<file path="src/rtl/flash_rdbuf_pkg.sv">
package flash_rdbuf_pkg;

   typedef enum logic [1:0] {
      OPK_NONE       = 2'd0,
      OPK_PROG       = 2'd1,
      OPK_ERASE_PAGE = 2'd2,
      OPK_ERASE_BANK = 2'd3
   } opk_e;

   typedef enum logic {
      SRC_HOST = 1'b0,
      SRC_CTRL = 1'b1
   } src_e;

endpackage

</file>
<file path="src/rtl/flash_rdbuf_entries.sv">
module flash_rdbuf_entries
   import flash_rdbuf_pkg::*;
#(
   parameter int AW   = 8,
   parameter int DW   = 16,
   parameter int NBUF = 4,
   parameter int PG_W = 3
) (
   input  logic              clk,
   input  logic              rst_n,
   input  logic [AW-1:0]     look_addr,
   output logic              look_hit,
   output logic [DW-1:0]     look_data,
   input  logic              fill_vld,
   input  logic [AW-1:0]     fill_addr,
   input  logic [DW-1:0]     fill_data,
   input  logic              op_vld,
   input  opk_e              op_kind,
   input  logic [AW-1:0]     op_addr,
   output logic [NBUF-1:0]   st_vld,
   output logic [NBUF-1:0]   st_haz,
   output logic [NBUF*AW-1:0] st_addr
);
   localparam int IW = (NBUF > 1) ? $clog2(NBUF) : 1;

   function automatic logic op_hits(opk_e k, logic [AW-1:0] ea, logic [AW-1:0] oa);
      case (k)
         OPK_PROG:       return ea == oa;
         OPK_ERASE_PAGE: return ea[AW-1:PG_W] == oa[AW-1:PG_W];
         OPK_ERASE_BANK: return ea[AW-1] == oa[AW-1];
         default:        return 1'b0;
      endcase
   endfunction

   logic [NBUF-1:0] vld_q, haz_q, hitv, dupv, evv;
   logic [AW-1:0]   addr_q [NBUF];
   logic [DW-1:0]   data_q [NBUF];
   logic [IW-1:0]   rr_q, rr_nxt, free_idx, victim;
   logic            free_any, fill_go;

   for (genvar i = 0; i < NBUF; i++) begin : g_ent
      assign hitv[i] = vld_q[i] && (addr_q[i] == look_addr);
      assign dupv[i] = vld_q[i] && (addr_q[i] == fill_addr);
      assign evv[i]  = op_vld && vld_q[i] && op_hits(op_kind, addr_q[i], op_addr);
      assign st_addr[i*AW +: AW] = addr_q[i];

      AST_PROG_GONE: assert property (@(posedge clk) disable iff (!rst_n)
         (op_vld && op_kind == OPK_PROG) |=> !(vld_q[i] && addr_q[i] == $past(op_addr)))
         else $error("programmed word still buffered");
      AST_PAGE_GONE: assert property (@(posedge clk) disable iff (!rst_n)
         (op_vld && op_kind == OPK_ERASE_PAGE) |=>
            !(vld_q[i] && addr_q[i][AW-1:PG_W] == $past(op_addr[AW-1:PG_W])))
         else $error("erased page still buffered");
      AST_HAZ_EXCL: assert property (@(posedge clk) disable iff (!rst_n)
         haz_q[i] |-> !vld_q[i])
         else $error("hazard flag on a valid entry");
   end

   if ((NBUF & (NBUF - 1)) == 0) begin : g_rr_pow2
      assign rr_nxt = rr_q + 1'b1;
   end else begin : g_rr_wrap
      assign rr_nxt = (rr_q == IW'(NBUF - 1)) ? '0 : rr_q + 1'b1;
   end

   always_comb begin
      look_data = '0;
      free_any  = 1'b0;
      free_idx  = '0;
      for (int i = 0; i < NBUF; i++) begin
         if (hitv[i]) look_data = look_data | data_q[i];
      end
      for (int i = NBUF - 1; i >= 0; i--) begin
         if (!vld_q[i]) begin
            free_any = 1'b1;
            free_idx = IW'(i);
         end
      end
   end

   assign look_hit = |hitv;
   assign victim   = free_any ? free_idx : rr_q;
   assign fill_go  = fill_vld && !(|dupv) && !(op_vld && op_hits(op_kind, fill_addr, op_addr));
   assign st_vld   = vld_q;
   assign st_haz   = haz_q;

   always_ff @(posedge clk or negedge rst_n) begin
      if (!rst_n) begin
         vld_q <= '0;
         haz_q <= '0;
         rr_q  <= '0;
         for (int i = 0; i < NBUF; i++) begin
            addr_q[i] <= '0;
            data_q[i] <= '0;
         end
      end else begin
         vld_q <= vld_q & ~evv;
         haz_q <= haz_q | evv;
         if (fill_go) begin
            vld_q[victim]  <= 1'b1;
            haz_q[victim]  <= 1'b0;
            addr_q[victim] <= fill_addr;
            data_q[victim] <= fill_data;
            if (!free_any) rr_q <= rr_nxt;
         end
      end
   end

   AST_ONE_HIT: assert property (@(posedge clk) disable iff (!rst_n) $onehot0(hitv))
      else $error("word held in two entries");

endmodule

</file>
<file path="src/rtl/flash_rdbuf_order.sv">
module flash_rdbuf_order
   import flash_rdbuf_pkg::*;
#(
   parameter int AW       = 8,
   parameter int DW       = 16,
   parameter int NTAG     = 4,
   parameter int FAST_LAT = 1,
   parameter int SLOW_LAT = 4
) (
   input  logic          clk,
   input  logic          rst_n,
   input  logic          acc,
   input  src_e          acc_src,
   input  logic          acc_hit,
   input  logic          acc_slow,
   input  logic [AW-1:0] acc_addr,
   input  logic [DW-1:0] acc_data,
   input  logic [DW-1:0] mem_data,
   output logic          full,
   output logic          arr_vld,
   output logic [AW-1:0] arr_addr,
   output logic          rsp_vld,
   output src_e          rsp_src,
   output logic [DW-1:0] rsp_data
);
   localparam int TW = $clog2(NTAG);
   localparam int LW = $clog2(SLOW_LAT + 1);

   logic [NTAG-1:0] busy_q, got_q, src_q;
   logic [LW-1:0]   lat_q [NTAG];
   logic [DW-1:0]   data_q [NTAG];
   logic [TW-1:0]   wptr_q, rptr_q, pend_tag_q;
   logic [TW:0]     cnt_q;
   logic            pend_vld_q, head_done;
   logic [AW-1:0]   pend_addr_q;

   assign head_done = busy_q[rptr_q] && got_q[rptr_q] && (lat_q[rptr_q] == '0);
   assign full      = (cnt_q == (TW+1)'(NTAG));
   assign arr_vld   = pend_vld_q;
   assign arr_addr  = pend_addr_q;
   assign rsp_vld   = head_done;
   assign rsp_src   = src_e'(src_q[rptr_q]);
   assign rsp_data  = data_q[rptr_q];

   always_ff @(posedge clk or negedge rst_n) begin
      if (!rst_n) begin
         busy_q      <= '0;
         got_q       <= '0;
         src_q       <= '0;
         wptr_q      <= '0;
         rptr_q      <= '0;
         cnt_q       <= '0;
         pend_vld_q  <= 1'b0;
         pend_tag_q  <= '0;
         pend_addr_q <= '0;
         for (int t = 0; t < NTAG; t++) begin
            lat_q[t]  <= '0;
            data_q[t] <= '0;
         end
      end else begin
         for (int t = 0; t < NTAG; t++) begin
            if (lat_q[t] != '0) lat_q[t] <= lat_q[t] - 1'b1;
         end
         pend_vld_q <= acc && !acc_hit;
         if (pend_vld_q) begin
            data_q[pend_tag_q] <= mem_data;
            got_q[pend_tag_q]  <= 1'b1;
         end
         if (acc) begin
            busy_q[wptr_q] <= 1'b1;
            src_q[wptr_q]  <= acc_src;
            if (acc_hit) begin
               got_q[wptr_q]  <= 1'b1;
               lat_q[wptr_q]  <= '0;
               data_q[wptr_q] <= acc_data;
            end else begin
               got_q[wptr_q] <= 1'b0;
               lat_q[wptr_q] <= acc_slow ? LW'(SLOW_LAT) : LW'(FAST_LAT);
               pend_tag_q    <= wptr_q;
               pend_addr_q   <= acc_addr;
            end
            wptr_q <= wptr_q + 1'b1;
         end
         if (head_done) begin
            busy_q[rptr_q] <= 1'b0;
            rptr_q         <= rptr_q + 1'b1;
         end
         case ({acc, head_done})
            2'b10:   cnt_q <= cnt_q + 1'b1;
            2'b01:   cnt_q <= cnt_q - 1'b1;
            default: cnt_q <= cnt_q;
         endcase
      end
   end

   AST_NO_OVERFLOW: assert property (@(posedge clk) disable iff (!rst_n)
      cnt_q <= (TW+1)'(NTAG))
      else $error("more reads outstanding than tags");
   AST_ARRIVE_OPEN: assert property (@(posedge clk) disable iff (!rst_n)
      pend_vld_q |-> (busy_q[pend_tag_q] && !got_q[pend_tag_q]))
      else $error("memory word for a closed tag");
   AST_HEAD_BUSY: assert property (@(posedge clk) disable iff (!rst_n)
      (cnt_q != '0) |-> busy_q[rptr_q])
      else $error("oldest tag lost");

endmodule

</file>
<file path="src/rtl/flash_rdbuf.sv">
module flash_rdbuf
   import flash_rdbuf_pkg::*;
#(
   parameter int AW       = 8,
   parameter int DW       = 16,
   parameter int NBUF     = 4,
   parameter int NTAG     = 4,
   parameter int PG_W     = 3,
   parameter int SCR_BIT  = 6,
   parameter int FAST_LAT = 1,
   parameter int SLOW_LAT = 4
) (
   input  logic               clk,
   input  logic               rst_n,
   input  logic               hst_rd_vld,
   input  logic [AW-1:0]      hst_rd_addr,
   output logic               hst_rd_rdy,
   input  logic               ctl_rd_vld,
   input  logic [AW-1:0]      ctl_rd_addr,
   output logic               ctl_rd_rdy,
   input  logic               ctl_op_vld,
   input  logic [1:0]         ctl_op_kind,
   input  logic [AW-1:0]      ctl_op_addr,
   output logic               mem_rd_en,
   output logic [AW-1:0]      mem_rd_addr,
   input  logic [DW-1:0]      mem_rd_data,
   output logic               rsp_vld,
   output logic               rsp_src,
   output logic [DW-1:0]      rsp_data,
   output logic [NBUF-1:0]    buf_vld,
   output logic [NBUF-1:0]    buf_haz,
   output logic [NBUF*AW-1:0] buf_addr
);
   if (NTAG < 2 || (NTAG & (NTAG - 1)) != 0) begin : g_bad_ntag
      $error("NTAG must be a power of two of at least 2");
   end
   if (NBUF < 1) begin : g_bad_nbuf
      $error("NBUF must be at least 1");
   end
   if (PG_W < 1 || PG_W >= AW - 1) begin : g_bad_pg
      $error("PG_W must leave a page and a bank field");
   end
   if (SCR_BIT >= AW) begin : g_bad_scr
      $error("SCR_BIT outside the address");
   end
   if (FAST_LAT < 1 || SLOW_LAT < FAST_LAT) begin : g_bad_lat
      $error("latencies must satisfy 1 <= FAST_LAT <= SLOW_LAT");
   end

   logic          rd_open, full, acc, look_hit, arr_vld;
   logic [AW-1:0] acc_addr, arr_addr;
   logic [DW-1:0] look_data;
   src_e          acc_src, rsp_src_e;

   assign rd_open    = !ctl_op_vld && !full;
   assign hst_rd_rdy = rd_open;
   assign ctl_rd_rdy = rd_open && !hst_rd_vld;
   assign acc        = rd_open && (hst_rd_vld || ctl_rd_vld);
   assign acc_src    = hst_rd_vld ? SRC_HOST : SRC_CTRL;
   assign acc_addr   = hst_rd_vld ? hst_rd_addr : ctl_rd_addr;
   assign mem_rd_en  = acc && !look_hit;
   assign mem_rd_addr = acc_addr;
   assign rsp_src    = rsp_src_e;

   flash_rdbuf_entries #(.AW(AW), .DW(DW), .NBUF(NBUF), .PG_W(PG_W)) u_ent (
      .clk       (clk),
      .rst_n     (rst_n),
      .look_addr (acc_addr),
      .look_hit  (look_hit),
      .look_data (look_data),
      .fill_vld  (arr_vld),
      .fill_addr (arr_addr),
      .fill_data (mem_rd_data),
      .op_vld    (ctl_op_vld),
      .op_kind   (opk_e'(ctl_op_kind)),
      .op_addr   (ctl_op_addr),
      .st_vld    (buf_vld),
      .st_haz    (buf_haz),
      .st_addr   (buf_addr)
   );

   flash_rdbuf_order #(.AW(AW), .DW(DW), .NTAG(NTAG),
                       .FAST_LAT(FAST_LAT), .SLOW_LAT(SLOW_LAT)) u_ord (
      .clk      (clk),
      .rst_n    (rst_n),
      .acc      (acc),
      .acc_src  (acc_src),
      .acc_hit  (look_hit),
      .acc_slow (acc_addr[SCR_BIT]),
      .acc_addr (acc_addr),
      .acc_data (look_data),
      .mem_data (mem_rd_data),
      .full     (full),
      .arr_vld  (arr_vld),
      .arr_addr (arr_addr),
      .rsp_vld  (rsp_vld),
      .rsp_src  (rsp_src_e),
      .rsp_data (rsp_data)
   );

   AST_OP_NO_READ: assert property (@(posedge clk) disable iff (!rst_n)
      ctl_op_vld |-> !mem_rd_en)
      else $error("memory read during a command");
   AST_CTL_YIELDS: assert property (@(posedge clk) disable iff (!rst_n)
      (hst_rd_vld && ctl_rd_vld && !ctl_op_vld && !full) |=> (rsp_vld || !rsp_vld) && $past(acc_src) == SRC_HOST)
      else $error("controller won over host");

endmodule

</file>
<file path="config.mk">
export PLATFORM = sky130hd
export DESIGN_NAME = flash_rdbuf
export DESIGN_NICKNAME = d
export VERILOG_FILES = /design/src/rtl/flash_rdbuf_pkg.sv /design/src/rtl/flash_rdbuf_entries.sv /design/src/rtl/flash_rdbuf_order.sv /design/src/rtl/flash_rdbuf.sv
export SDC_FILE = /design/constraint.sdc
export NUM_CORES = 1
export LEC_CHECK = 0
export ABC_AREA = 1
export BUFFER_PORTS_ARGS = -buffer_cell sky130_fd_sc_hd__buf_2
export CELL_PAD_IN_SITES_DETAIL_PLACEMENT = 0
export CELL_PAD_IN_SITES_GLOBAL_PLACEMENT = 2
export CORE_AREA = 2 2 198 200
export CTS_BUF_LIST = sky130_fd_sc_hd__clkbuf_4
export DETAILED_ROUTE_END_ITERATION = 8
export DIE_AREA = 0 0 200 202
export PLACE_DENSITY = 0.87
export SETUP_SLACK_MARGIN = 0.3
export SLEW_MARGIN = 20
export SYNTH_ARGS = -nofsm -noshare
export SYNTH_HDL_FRONTEND = slang
export SYNTH_SLANG_ARGS = --single-unit
</file>
<file path="constraint.sdc">
create_clock -name clk -period 2.38 [get_ports clk]
set_input_delay 0.357 -clock clk [delete_from_list [all_inputs] [get_ports clk]]
set_output_delay 0.357 -clock clk [all_outputs]
set_load 0.005 [all_outputs]
</file>
==> reports/results.txt, run 1 <==
status: finished with violations
failing checks: setup timing
Pre-Repair DR Iteration Count: 6
Max Clk Rate: 0.373 GHz
reg2reg start: u_ent.st_addr[5]$_DFFE_PN0P_
most frequent CP cell: nor2_4
antenna violations before repair: 1
CTS tree: yes
Post-Layout Cell Count: 2644
VDD IR max: 730 uV
Tmin final: 2.68 ns
Final setup viols: 107
layout cells sized above 1: 0.396
post-route design area: 0.0186 mm^2
Post-DP Area: 0.0141 mm^2
FP Rows: 72
clock-pin slew on the worst setup and hold paths: 0.07 ns
sequential fraction of the synthesis area: 0.437
Startpoint Class: flip-flop
CP Max Fanout: 4
Gate Count Post-Synth: 1712
Die Area: 0.0404 mm^2
GRT Total Usage: 0.241
Final ANT Viol Nets: 0
final hold violations: 0
family with the most delay on the worst path: simple AND/OR/NAND/NOR gates
cells along the critical path: nand3_4, nand2_1, nor2_4, nand3_2, nor2_4, nor2_4, nand2_4, nor2_4, buf_6, buf_6
number of global-route vias before repair: 12500
critical path's slowest cell: dfrtp_2
CTS Buf Count: 61
Max H-tree Level: 2
Post-Syn Area per Cell: 7.09 um^2
Hold WS: 0.0336 ns
Max Cap Viol: 0
Clock Skews: 0.110 ns
Power Density: 1300 mW/mm^2
Placeable Area: 0.0383 mm^2
Critical Path Start: u_ent.st_addr[16]$_DFFE_PN0P_
initial core utilization: 0.317
placer congestion estimate: 0.928
number of I/O pins: 116
most frequent cells in the layout: nand2_1 (456), dfrtp_1 (182), buf_4 (139), inv_1 (128), nor2_1 (116)
Arrival @ worst endpoint: 2.32 ns
commonest non-fill, non-tap cell in the layout: nand2_1
area of the mapped netlist: 0.0121 mm^2
HPWL after DPL: 31300 um
Worst path max stage delay: 0.47 ns
syn nets: 1777
CTS max path bufs: 3
RSZ-0062 raised after global routing: yes
largest net degree at the start of global routing: 54
Die Ht: 202 um
CP Class: reg2out
Worst Hold Class: in2async
total grt overflow: 0
Final WS setup: -0.299 ns
total power: 24200 uW
Synth Warn #: 0
Synth-to-Final Area Change: 53.2%
setup TNS: -18.83 ns
worst-skew pair later-pin latency: 0.84 ns
vias per inst: 5.05
DRC violations left: 0
Period Utilization, post-route: 1.13
slew margin rel.: 0.343
Worst-Margin Slew: 0.984 ns
count of final max-slew check failures: 0
synthesized flop and latch total: 212
drt wl/cell: 19.4 um
DRT Wirelength: 51200 um
critical path required time: 2.02 ns
Clock Sinks: 212
first-pass GRT wire length: 73800 um
DR iter-0 viols: 973
Lkg Pwr: 0.00913 uW
Netlist cell types: 36
PortBufs: 115
nets: 2145
Critical Path End Type: output pin
Cells after DPL: 2383
Die X: 200 um
CP bufs+invs: 2
via count: 13300
Root Driver: clkbuf_4
-- per-layer routing --
metal	up-vias	part of all wire	wire length, um	GRT usage
li1	6306	-	-	-
met1	6457	0.44	22500	0.335
met2	477	0.47	23800	0.382
met3	105	0.066	3390	0.0360
met4	0	0.028	1460	0.0820
met5	-	0	0	0
-- synthesized netlist by cell type --
library cell	n	area (um^2)
nand2_2	9	56.3
nand2_1	575	2160
nor2_2	2	12.5
nor2_4	4	45.0
ha_1	17	213
o221ai_1	1	8.76
and2_1	6	37.5
nor3_1	8	40.0
xnor2_1	21	184
o21ai_0	227	1140
nand2_4	3	33.8
buf_2	12	60.1
a21oi_1	64	320
buf_6	6	67.6
inv_1	159	597
buf_4	1	7.51
o211ai_1	8	60.1
inv_2	8	30.0
nor2_1	151	567
or2_2	2	12.5
o21ai_2	1	8.76
dfrtp_1	212	5310
nand3b_1	3	22.5
o22ai_1	29	181
a31oi_1	1	6.26
nand3_1	69	345
o21ai_1	10	50.1
xor2_1	18	158
nand4_1	23	144
clkbuf_1	54	203
o311ai_0	1	8.76
clkinv_1	3	11.3
o2111ai_1	1	8.76
and3_1	1	6.26
fa_1	1	20.0
nor4_1	1	6.26
-- layout make-up --
class,instances,area (um^2)
fillers,3701,19700
repair buffers,376,3800
inverters,170,666
repair inverters,2,15.0
flip-flops and latches,212,5340
diodes,2,5.00
multi-input cells,1257,7340
clock buffers,90,676
clock inverters,17,98.8
well taps,518,648
-- stage by stage --
step | utilization | setup slack (ns)
2_1_floorplan | - | 0.301
3_3_place_gp | 0.368 | -0.140
3_5_place_dp | 0.368 | -0.181
4_1_cts | 0.439 | -0.333
5_1_grt | 0.486 | -0.367
6_report | 0.486 | -0.299
-- registers in the layout, summed over array words and instances (netlist names), 3 cells and up --
| name | count |
|---|---|
| u_ord.src_q | 4 |
| u_ord.lat_q | 12 |
| u_ent.st_vld | 4 |
| u_ent.st_haz | 4 |
| u_ord.arr_addr | 8 |
| u_ord.cnt_q | 3 |
| u_ent.st_addr | 32 |
| u_ord.got_q | 4 |
| u_ent.data_q | 64 |
| u_ord.busy_q | 4 |
| u_ord.data_q | 64 |
-- what timing repair did --
item / in CTS / in global routing
setup buffers: 67 / 30
gates resized for setup: 299 / 351
cloned: 20 / 17
setup endpoints to repair: 175 / 201
pin swaps: 60 / 68
hold buffers: 18 / 0
hold endpoints to repair: 279 / 0
-- path summary, 6_finish.rpt --
check	to	cells after the start	slack, ns
worst max register to register	u_ent.data_q[62]$_DFFE_PN0P_	16	-0.27
worst min-delay path	u_ent.st_addr[0]$_DFFE_PN0P_	2	0.03
max in group asynchronous	u_ent.data_q[56]$_DFFE_PN0P_	3	1.53
worst max-delay path	mem_rd_en	10	-0.30
min in group clk	u_ord.wptr_q[0]$_DFFE_PN0P_	3	0.04
worst min register to register	u_ent.data_q[14]$_DFFE_PN0P_	2	0.48
-- cells by family (layout without fill, tap and decap cells) --
kind of cell,Yosys count,after routing,share of synthesized area
DFF,212,212,0.437
and+or+nand+nor,857,857,0.287
buffers and inverters,243,655,0.0804
AOI/OAI and AO/OA,343,343,0.147
adders and majority gates,18,18,0.0192
other,0,2,0
xor gates and xnor gates,39,39,0.0282
-- power breakdown --
group          internal, uW  total, uW  leakage (uW)  switching [uW]
logic                  6510      13600       0.00610            7080
registers              5350       7010       0.00258            1670
clock network          1830       3560      0.000460            1730
Note: power is estimated with default switching activity, not from simulation.
==> run 2, diff against run 1 <==
--- a/config.mk
+++ b/config.mk
@@ -5,15 +5,14 @@
 export SDC_FILE = /design/constraint.sdc
 export NUM_CORES = 1
 export LEC_CHECK = 0
-export ABC_AREA = 1
 export BUFFER_PORTS_ARGS = -buffer_cell sky130_fd_sc_hd__buf_2
 export CELL_PAD_IN_SITES_DETAIL_PLACEMENT = 0
 export CELL_PAD_IN_SITES_GLOBAL_PLACEMENT = 2
-export CORE_AREA = 2 2 198 200
+export CORE_AREA = 2 2 161 163
 export CTS_BUF_LIST = sky130_fd_sc_hd__clkbuf_4
 export DETAILED_ROUTE_END_ITERATION = 8
-export DIE_AREA = 0 0 200 202
-export PLACE_DENSITY = 0.87
+export DIE_AREA = 0 0 163 165
+export PLACE_DENSITY = 0.95
 export SETUP_SLACK_MARGIN = 0.3
 export SLEW_MARGIN = 20
 export SYNTH_ARGS = -nofsm -noshare
==> constraint.sdc (replaced) <==
create_clock -name clk -period 3.3 [get_ports clk]
set_input_delay 0.495 -clock clk [delete_from_list [all_inputs] [get_ports clk]]
set_output_delay 0.495 -clock clk [all_outputs]
set_load 0.005 [all_outputs]
==> run 2 against run 1 <==
The run now ends clean. Core utilization rose by 4.1 points. Count of clock-buffer cells in the layout shrank 10. Setup slack improved by 0.69 ns. Clock power down 36%. Largest cell class unchanged.
==> reports/results.txt, run 2 <==
status: finished, final reports clean
HPWL after DPL: 19700 um (-37%)
count of final max-slew check failures: 0 (unchanged)
sequential fraction of the synthesis area: 0.466 (+0.0289)
Tmin final: 2.91 ns
critical path's slowest cell: dfrtp_1
number of I/O pins: 116 (unchanged)
reg2reg start: u_ord.arr_addr[0]$_DFFE_PN0P_
Int Power: 7860 uW (-43%)
FP Rows: 58 (-19%)
family with the most delay on the worst path: simple AND/OR/NAND/NOR gates
Sequential Power Share: 0.412 (+0.122)
top cells by area, synth: dfrtp_1 (47%), mux2i_1 (12%), mux2_2 (9.6%)
area of the mapped netlist: 0.0114 mm^2 (-6.2%)
met1 Usage GRT: 0.306 (-0.0289)
P_sw: 4500 uW (-57%)
GRT Total Usage: 0.220 (-0.0211)
clock-pin slew on the worst setup and hold paths: 0.06 ns (about the same)
CTS Buf Count: 55 (-9.8%)
Final WS setup: 0.386 ns (+0.686 ns)
post-route design area: 0.0132 mm^2 (-29%)
worst-skew pair later-pin latency: 0.68 ns (-0.16 ns)
Arrival @ worst endpoint: 2.42 ns (+0.10 ns)
Comb pwr share: 0.403 (-0.160)
Max Cap Viol: 0 (unchanged)
Die Ht: 165 um (-18%)
total grt overflow: 0 (unchanged)
Critical Path End Type: output pin
CTS max path bufs: 3 (unchanged)
RSZ-0062 raised after global routing: yes
total power: 12400 uW (-49%)
Post-synth top cells: dfrtp_1 (212), mux2i_1 (132), mux2_2 (97)
vias per inst: 5.49 (+8.7%)
Netlist cell types: 53 (+47%)
Synth-to-Final Area Change: 15.9%
Synth Warn #: 0 (unchanged)
Die X: 163 um (-19%)
DRC violations left: 0 (unchanged)
Switching Share: 0.364 (-0.0693)
Max Clk Rate: 0.343 GHz
CP Max Fanout: 5 (+1)
Gate Count Post-Synth: 891 (-48%)
Pre-Repair DR Iteration Count: 5 (-1)
CTS tree: yes
final hold violations: 0 (unchanged)
Clock Skews: 0.0403 ns (-0.0697 ns)
initial core utilization: 0.455 (+0.138)
via count: 7844 (-41%)
met3 Resource Use GR: 0.0412 (+0.00514)
Max H-tree Level: 2 (unchanged)
Lkg Pwr: 0.00592 uW (-35%)
Die Area: 0.0269 mm^2 (-33%)
Startpoint Class: flip-flop
busiest grt layer: met2
PortBufs: 115 (unchanged)
syn nets: 956 (-46%)
Yosys top cell area share: 0.466 (+0.0289)
Clock Sinks: 212 (unchanged)
CP Class: reg2out
first-pass GRT wire length: 45700 um (-38%)
Placeable Area: 0.0250 mm^2 (-35%)
Post-Place Worst Slack: 0.0386 ns (+0.220 ns)
synthesized flop and latch total: 212 (unchanged)
number of global-route vias before repair: 8031 (-36%)
DRT Wirelength: 28500 um (-44%)
Final ANT Viol Nets: 0 (unchanged)
CP bufs+invs: 2 (unchanged)
DR iter-0 viols: 473 (-51%)
Hold WS: 0.171 ns (+0.138 ns)
most frequent cells in the layout: dfrtp_1 (212), mux2i_1 (131), buf_2 (113), mux2_2 (97), xnor2_1 (93)
commonest non-fill, non-tap cell in the layout: dfrtp_1
most numerous cell in the Yosys netlist: dfrtp_1
Post-DP Area: 0.0124 mm^2 (-12%)
Worst path max stage delay: 0.48 ns (about the same)
cells along the critical path: xnor2_1, nor4_2, and3_1, nor4_4, nand2_4, inv_1, buf_2
Hold Path Origin: mem_rd_data[0]
drt wl/cell: 19.9 um (+2.8%)
Post-Syn Area per Cell: 12.8 um^2 (+80%)
largest net degree at the start of global routing: 98 (+81%)
Clk pwr share: 0.185 (+0.038)
Root Driver: clkbuf_4
antenna violations before repair: 1 (unchanged)
slew margin rel.: 0.475 (+0.132)
VDD IR max: 456 uV (-38%)
placer congestion estimate: 0.850 (-8.4%)
Worst-Margin Slew: 0.787 ns (-0.196 ns)
nets: 1120 (-48%)
area leader, netlist: dfrtp_1
Critical Path Start: u_ent.st_addr[6]$_DFFE_PN0P_
layout cells sized above 1: 0.364 (-0.0320)
critical path required time: 2.80 ns (+0.78 ns)
Worst Hold Class: in2reg
Primary FF master, synth: dfrtp_1
setup TNS: 0 ns (+18.83 ns)
fraction of registers with async set/reset: 1.00 (unchanged)
Power Density: 937 mW/mm^2 (-28%)
Period Utilization, post-route: 0.883
met2 Track Usage GR: 0.353 (-0.0283)
EDFF count, synth: 0 (unchanged)
Final setup viols: 0 (-100%)
==> run 2: per-stage QoR <==
step | std cells | util
global placement | 1326 | 0.497
global route | 1430 | 0.527
finish | 1430 | 0.527
detailed placement | 1326 | 0.497
CTS | 1429 | 0.527
floorplan | 891 | -
==> run 2: final cells by class <==
class                           count  area [um^2]
Fill cell                        2226        11800
Multi-Input combinational cell    593         5660
Sequential cell                   212         5310
Timing Repair Buffer              164          982
Clock buffer                       80          601
Tap cell                          330          413
Clock inverter                     21          116
Inverter                           29          109
Antenna cell                        1         2.50
==> run 2: final timing paths <==
| kind | end | slack (ns) | depth (start not counted) |
|---|---|---|---|
| min in group asynchronous | u_ent.data_q[0]$_DFFE_PN0P_ | 0.46 | 2 |
| max reg2reg | u_ent.st_addr[3]$_DFFE_PN0P_ | 0.43 | 8 |
| min reg2reg | u_ent.rr_q[1]$_DFFE_PN0P_ | 0.47 | 1 |
| max in group asynchronous | u_ord.cnt_q[0]$_DFFE_PN0P_ | 1.96 | 3 |
| min | u_ent.data_q[16]$_DFFE_PN0P_ | 0.17 | 2 |
| max | mem_rd_en | 0.39 | 7 |
==> run 2: cell families (layout without fill, tap and decap cells) <==
family,Yosys count,after routing,share of synthesized area
AO/OA/AOI/OAI,92,92,0.0594
buffers and inverters,86,294,0.0379
AND/OR/NAND/NOR,108,108,0.0608
other,0,1,0
flip-flops,212,212,0.466
multiplexers,260,260,0.267
XOR/XNOR,115,115,0.0885
adder cells (fa/ha/maj),18,18,0.0205
==> run 2: power by group through the flow <==
| stage | Combinational, uW | Sequential, uW | Clock [uW] |
|---|---|---|---|
| floorplan | 3700 | 4700 | 0 |
| global placement | 4870 | 5060 | 0 |
| detailed placement | 5000 | 5090 | 0 |
| finish | 4980 | 5090 | 2280 |
| CTS | 5040 | 5060 | 2350 |
| global route | 5500 | 5240 | 2490 |
==> run 2: layer usage <==
metal	share of wire	vias up	routed length [um]
li1	-	3564	-
met3	0.052	50	1470
met5	0	-	0
met1	0.46	4006	13000
met2	0.47	224	13500
met4	0.019	0	541
==> run 2: repair_timing <==
action                                 in CTS  in global routing
buffers inserted                            1                  0
resized for setup                           2                  2
hold buffers                                1                  0
endpoints found under the hold margin      94                  0
pin swaps                                   1                  4
setup endpoints to repair                   1                 16
==> run 3, diff against run 2 <==
--- a/config.mk
+++ b/config.mk
@@ -8,11 +8,11 @@
 export BUFFER_PORTS_ARGS = -buffer_cell sky130_fd_sc_hd__buf_2
 export CELL_PAD_IN_SITES_DETAIL_PLACEMENT = 0
 export CELL_PAD_IN_SITES_GLOBAL_PLACEMENT = 2
-export CORE_AREA = 2 2 161 163
+export CORE_AREA = 2 2 166 168
 export CTS_BUF_LIST = sky130_fd_sc_hd__clkbuf_4
 export DETAILED_ROUTE_END_ITERATION = 8
-export DIE_AREA = 0 0 163 165
-export PLACE_DENSITY = 0.95
+export DIE_AREA = 0 0 168 170
+export PLACE_DENSITY = 0.91
 export SETUP_SLACK_MARGIN = 0.3
 export SLEW_MARGIN = 20
 export SYNTH_ARGS = -nofsm -noshare
==> constraint.sdc (replaced) <==
create_clock -name clk -period 3.2 [get_ports clk]
set_input_delay 0.48 -clock clk [delete_from_list [all_inputs] [get_ports clk]]
set_output_delay 0.48 -clock clk [all_outputs]
set_load 0.005 [all_outputs]
==> run 3 against run 2 <==
Core utilization decreased by 2.4 points. Worst hold slack got worse by 0.053 ns. Die area increased by 6.2%. Register-to-register slack got worse by 0.05 ns. Global-route usage decreased by 0.75 points. First-iteration DRC count increased by 11%. Sequential share of layout area decreased by 0.53 points. Via count increased by 0.31%. Clock skew increased by 0.026 ns. Setup slack got worse by 0.0046 ns. Largest cell class unchanged. Flip-flop and latch count unchanged. Count of clock-buffer cells in the layout decreased by 2.
==> reports/results.txt, run 3 (synthesis gave the netlist of run 2 again) <==
status: finished, final reports clean
Max Cap Viol: 0 (unchanged)
Final ANT Viol Nets: 0 (unchanged)
Die X: 168 um (+3.1%)
Die Ht: 170 um (+3.0%)
Tmin final: 2.82 ns
final hold violations: 0 (unchanged)
FP Rows: 60 (+3.4%)
worst reg2reg path depth: 8 (unchanged)
Post-DP Area: 0.0125 mm^2 (+0.80%)
Layout Utilization: 0.503 (-0.0236)
Final setup viols: 0 (unchanged)
HPWL after DPL: 20200 um (+2.3%)
Worst path max stage delay: 0.57 ns (+0.09 ns)
CTS Buf Count: 57 (+3.6%)
Placeable Area: 0.0267 mm^2 (+6.4%)
CP Class: reg2reg
antenna violations before repair: 1 (unchanged)
placer congestion estimate: 0.909 (+6.9%)
Die Area: 0.0286 mm^2 (+6.2%)
CTS max path bufs: 3 (unchanged)
total grt overflow: 0 (unchanged)
drt wl/cell: 20.3 um (+2.0%)
worst-skew pair later-pin latency: 0.70 ns (+0.02 ns)
layout cells sized above 1: 0.390 (+0.0262)
clock-pin slew on the worst setup and hold paths: 0.07 ns (about the same)
nets: 1137 (+1.5%)
PortBufs: 115 (unchanged)
CP Max Fanout: 16 (+11)
GRT Total Usage: 0.212 (-0.00751)
Critical Path End Type: flip-flop
vias per inst: 5.38 (-1.9%)
Worst Hold Class: in2reg
VDD IR max: 506 uV (+11%)
Worst-Margin Slew: 0.784 ns (-0.00303 ns)
Crit. path cell count: 8 (+1)
count of final max-slew check failures: 0 (unchanged)
first-pass GRT wire length: 46900 um (+2.6%)
Synth-to-Final Area Change: 17.9%
largest net degree at the start of global routing: 82 (-16%)
critical path required time: 3.72 ns (+0.92 ns)
Lkg Pwr: 0.00601 uW (+1.5%)
commonest non-fill, non-tap cell in the layout: dfrtp_1
number of global-route vias before repair: 8141 (+1.4%)
most frequent cells in the layout: dfrtp_1 (197), mux2i_1 (131), buf_2 (113), mux2_2 (97), xnor2_1 (87)
hold depth: 2 (unchanged)
Startpoint Class: flip-flop
family with the most delay on the worst path: compound AO/OA/AOI/OAI gates
DR iter-0 viols: 525 (+11%)
CTS tree: yes
CP bufs+invs: 1 (-1)
Arrival @ worst endpoint: 3.34 ns (+0.92 ns)
critical path's slowest cell: dfrtp_1
DRC violations left: 0 (unchanged)
Power Density: 960 mW/mm^2 (+2.5%)
Pre-Repair DR Iteration Count: 4 (-1)
cells along the critical path: xor2_1, nor4_1, nand4_1, o311ai_0, a311oi_2, nand3_2, buf_4, mux2_2
Period Utilization, post-route: 0.881
initial core utilization: 0.427 (-0.0275)
Clock Sinks: 212 (unchanged)
Root Driver: clkbuf_4
via count: 7868 (+0.31%)
Hold WS: 0.118 ns (-0.0533 ns)
post-route design area: 0.0134 mm^2 (+1.7%)
Max H-tree Level: 2 (unchanged)
Max Clk Rate: 0.355 GHz
DRT Wirelength: 29700 um (+4.3%)
Clock Skews: 0.0661 ns (+0.0257 ns)
number of I/O pins: 116 (unchanged)
RSZ-0062 raised after global routing: yes
slew margin rel.: 0.476 (+0.000780)
==> run 3: repair_timing <==
action	in CTS	in global routing
pin swaps	3	3
setup buffers	6	3
resized for setup	15	13
hold endpoints to repair	77	0
hold buffers	1	0
setup endpoints to repair	1	83
==> run 3: layout make-up <==
type | count | area [um^2]
clock inverter | 29 | 125
multi-input combinational | 593 | 5720
clock buffer | 78 | 586
timing repair buffer | 179 | 1120
tap | 341 | 427
inverter | 29 | 109
antenna | 1 | 2.50
sequential | 212 | 5320
fill | 2341 | 13200
==> run 3: power breakdown <==
| group | internal (uW) | switching, uW |
|---|---|---|
| Sequential | 4060 | 1270 |
| Combinational | 2900 | 2320 |
| Clock | 1150 | 1180 |
| Total | 8100 | 4780 |
==> run 3: worst paths after layout <==
| check | startpoint | endpoint | slack [ns] |
|---|---|---|---|
| max | u_ord.arr_addr[5]$_DFFE_PN0P_ | u_ent.data_q[63]$_DFFE_PN0P_ | 0.38 |
| min in group asynchronous | rst_n | u_ent.data_q[47]$_DFFE_PN0P_ | 0.42 |
| min | mem_rd_data[14] | u_ent.data_q[14]$_DFFE_PN0P_ | 0.12 |
| max in group asynchronous | rst_n | u_ord.arr_addr[3]$_DFFE_PN0P_ | 1.89 |
| min reg2reg | u_ord.cnt_q[2]$_DFFE_PN0P_ | u_ord.cnt_q[2]$_DFFE_PN0P_ | 0.47 |
| max reg2reg | u_ord.arr_addr[5]$_DFFE_PN0P_ | u_ent.data_q[63]$_DFFE_PN0P_ | 0.38 |
==> run 3: metal layers <==
layer | up-vias | track usage | part of all wire
li1 | 3606 | - | -
met1 | 3984 | 0.285 | 0.44
met2 | 225 | 0.350 | 0.49
met3 | 53 | 0.0412 | 0.057
met4 | 0 | 0.0647 | 0.021
met5 | - | 0 | 0
==> run 3: stage by stage <==
step	setup TNS, ns	setup slack, ns	cells	power [uW]
6_report	0	0.382	1462	12900
5_1_grt	0	0.255	1462	13800
4_1_cts	0	0.305	1458	12900
3_5_place_dp	-4.78	-0.132	1344	10400
3_3_place_gp	-0.205	-0.0155	1344	10300
2_1_floorplan	0	0.304	891	8660
==> run 3: worst register-to-register path, cell delays in order, from the launching register on <==
cell and delay, ns:
dfrtp_1 0.57, xor2_1 0.23, nor4_1 0.31, nand4_1 0.13, o311ai_0 0.44, a311oi_2 0.17
nand3_2 0.14, buf_4 0.28, mux2_2 0.38
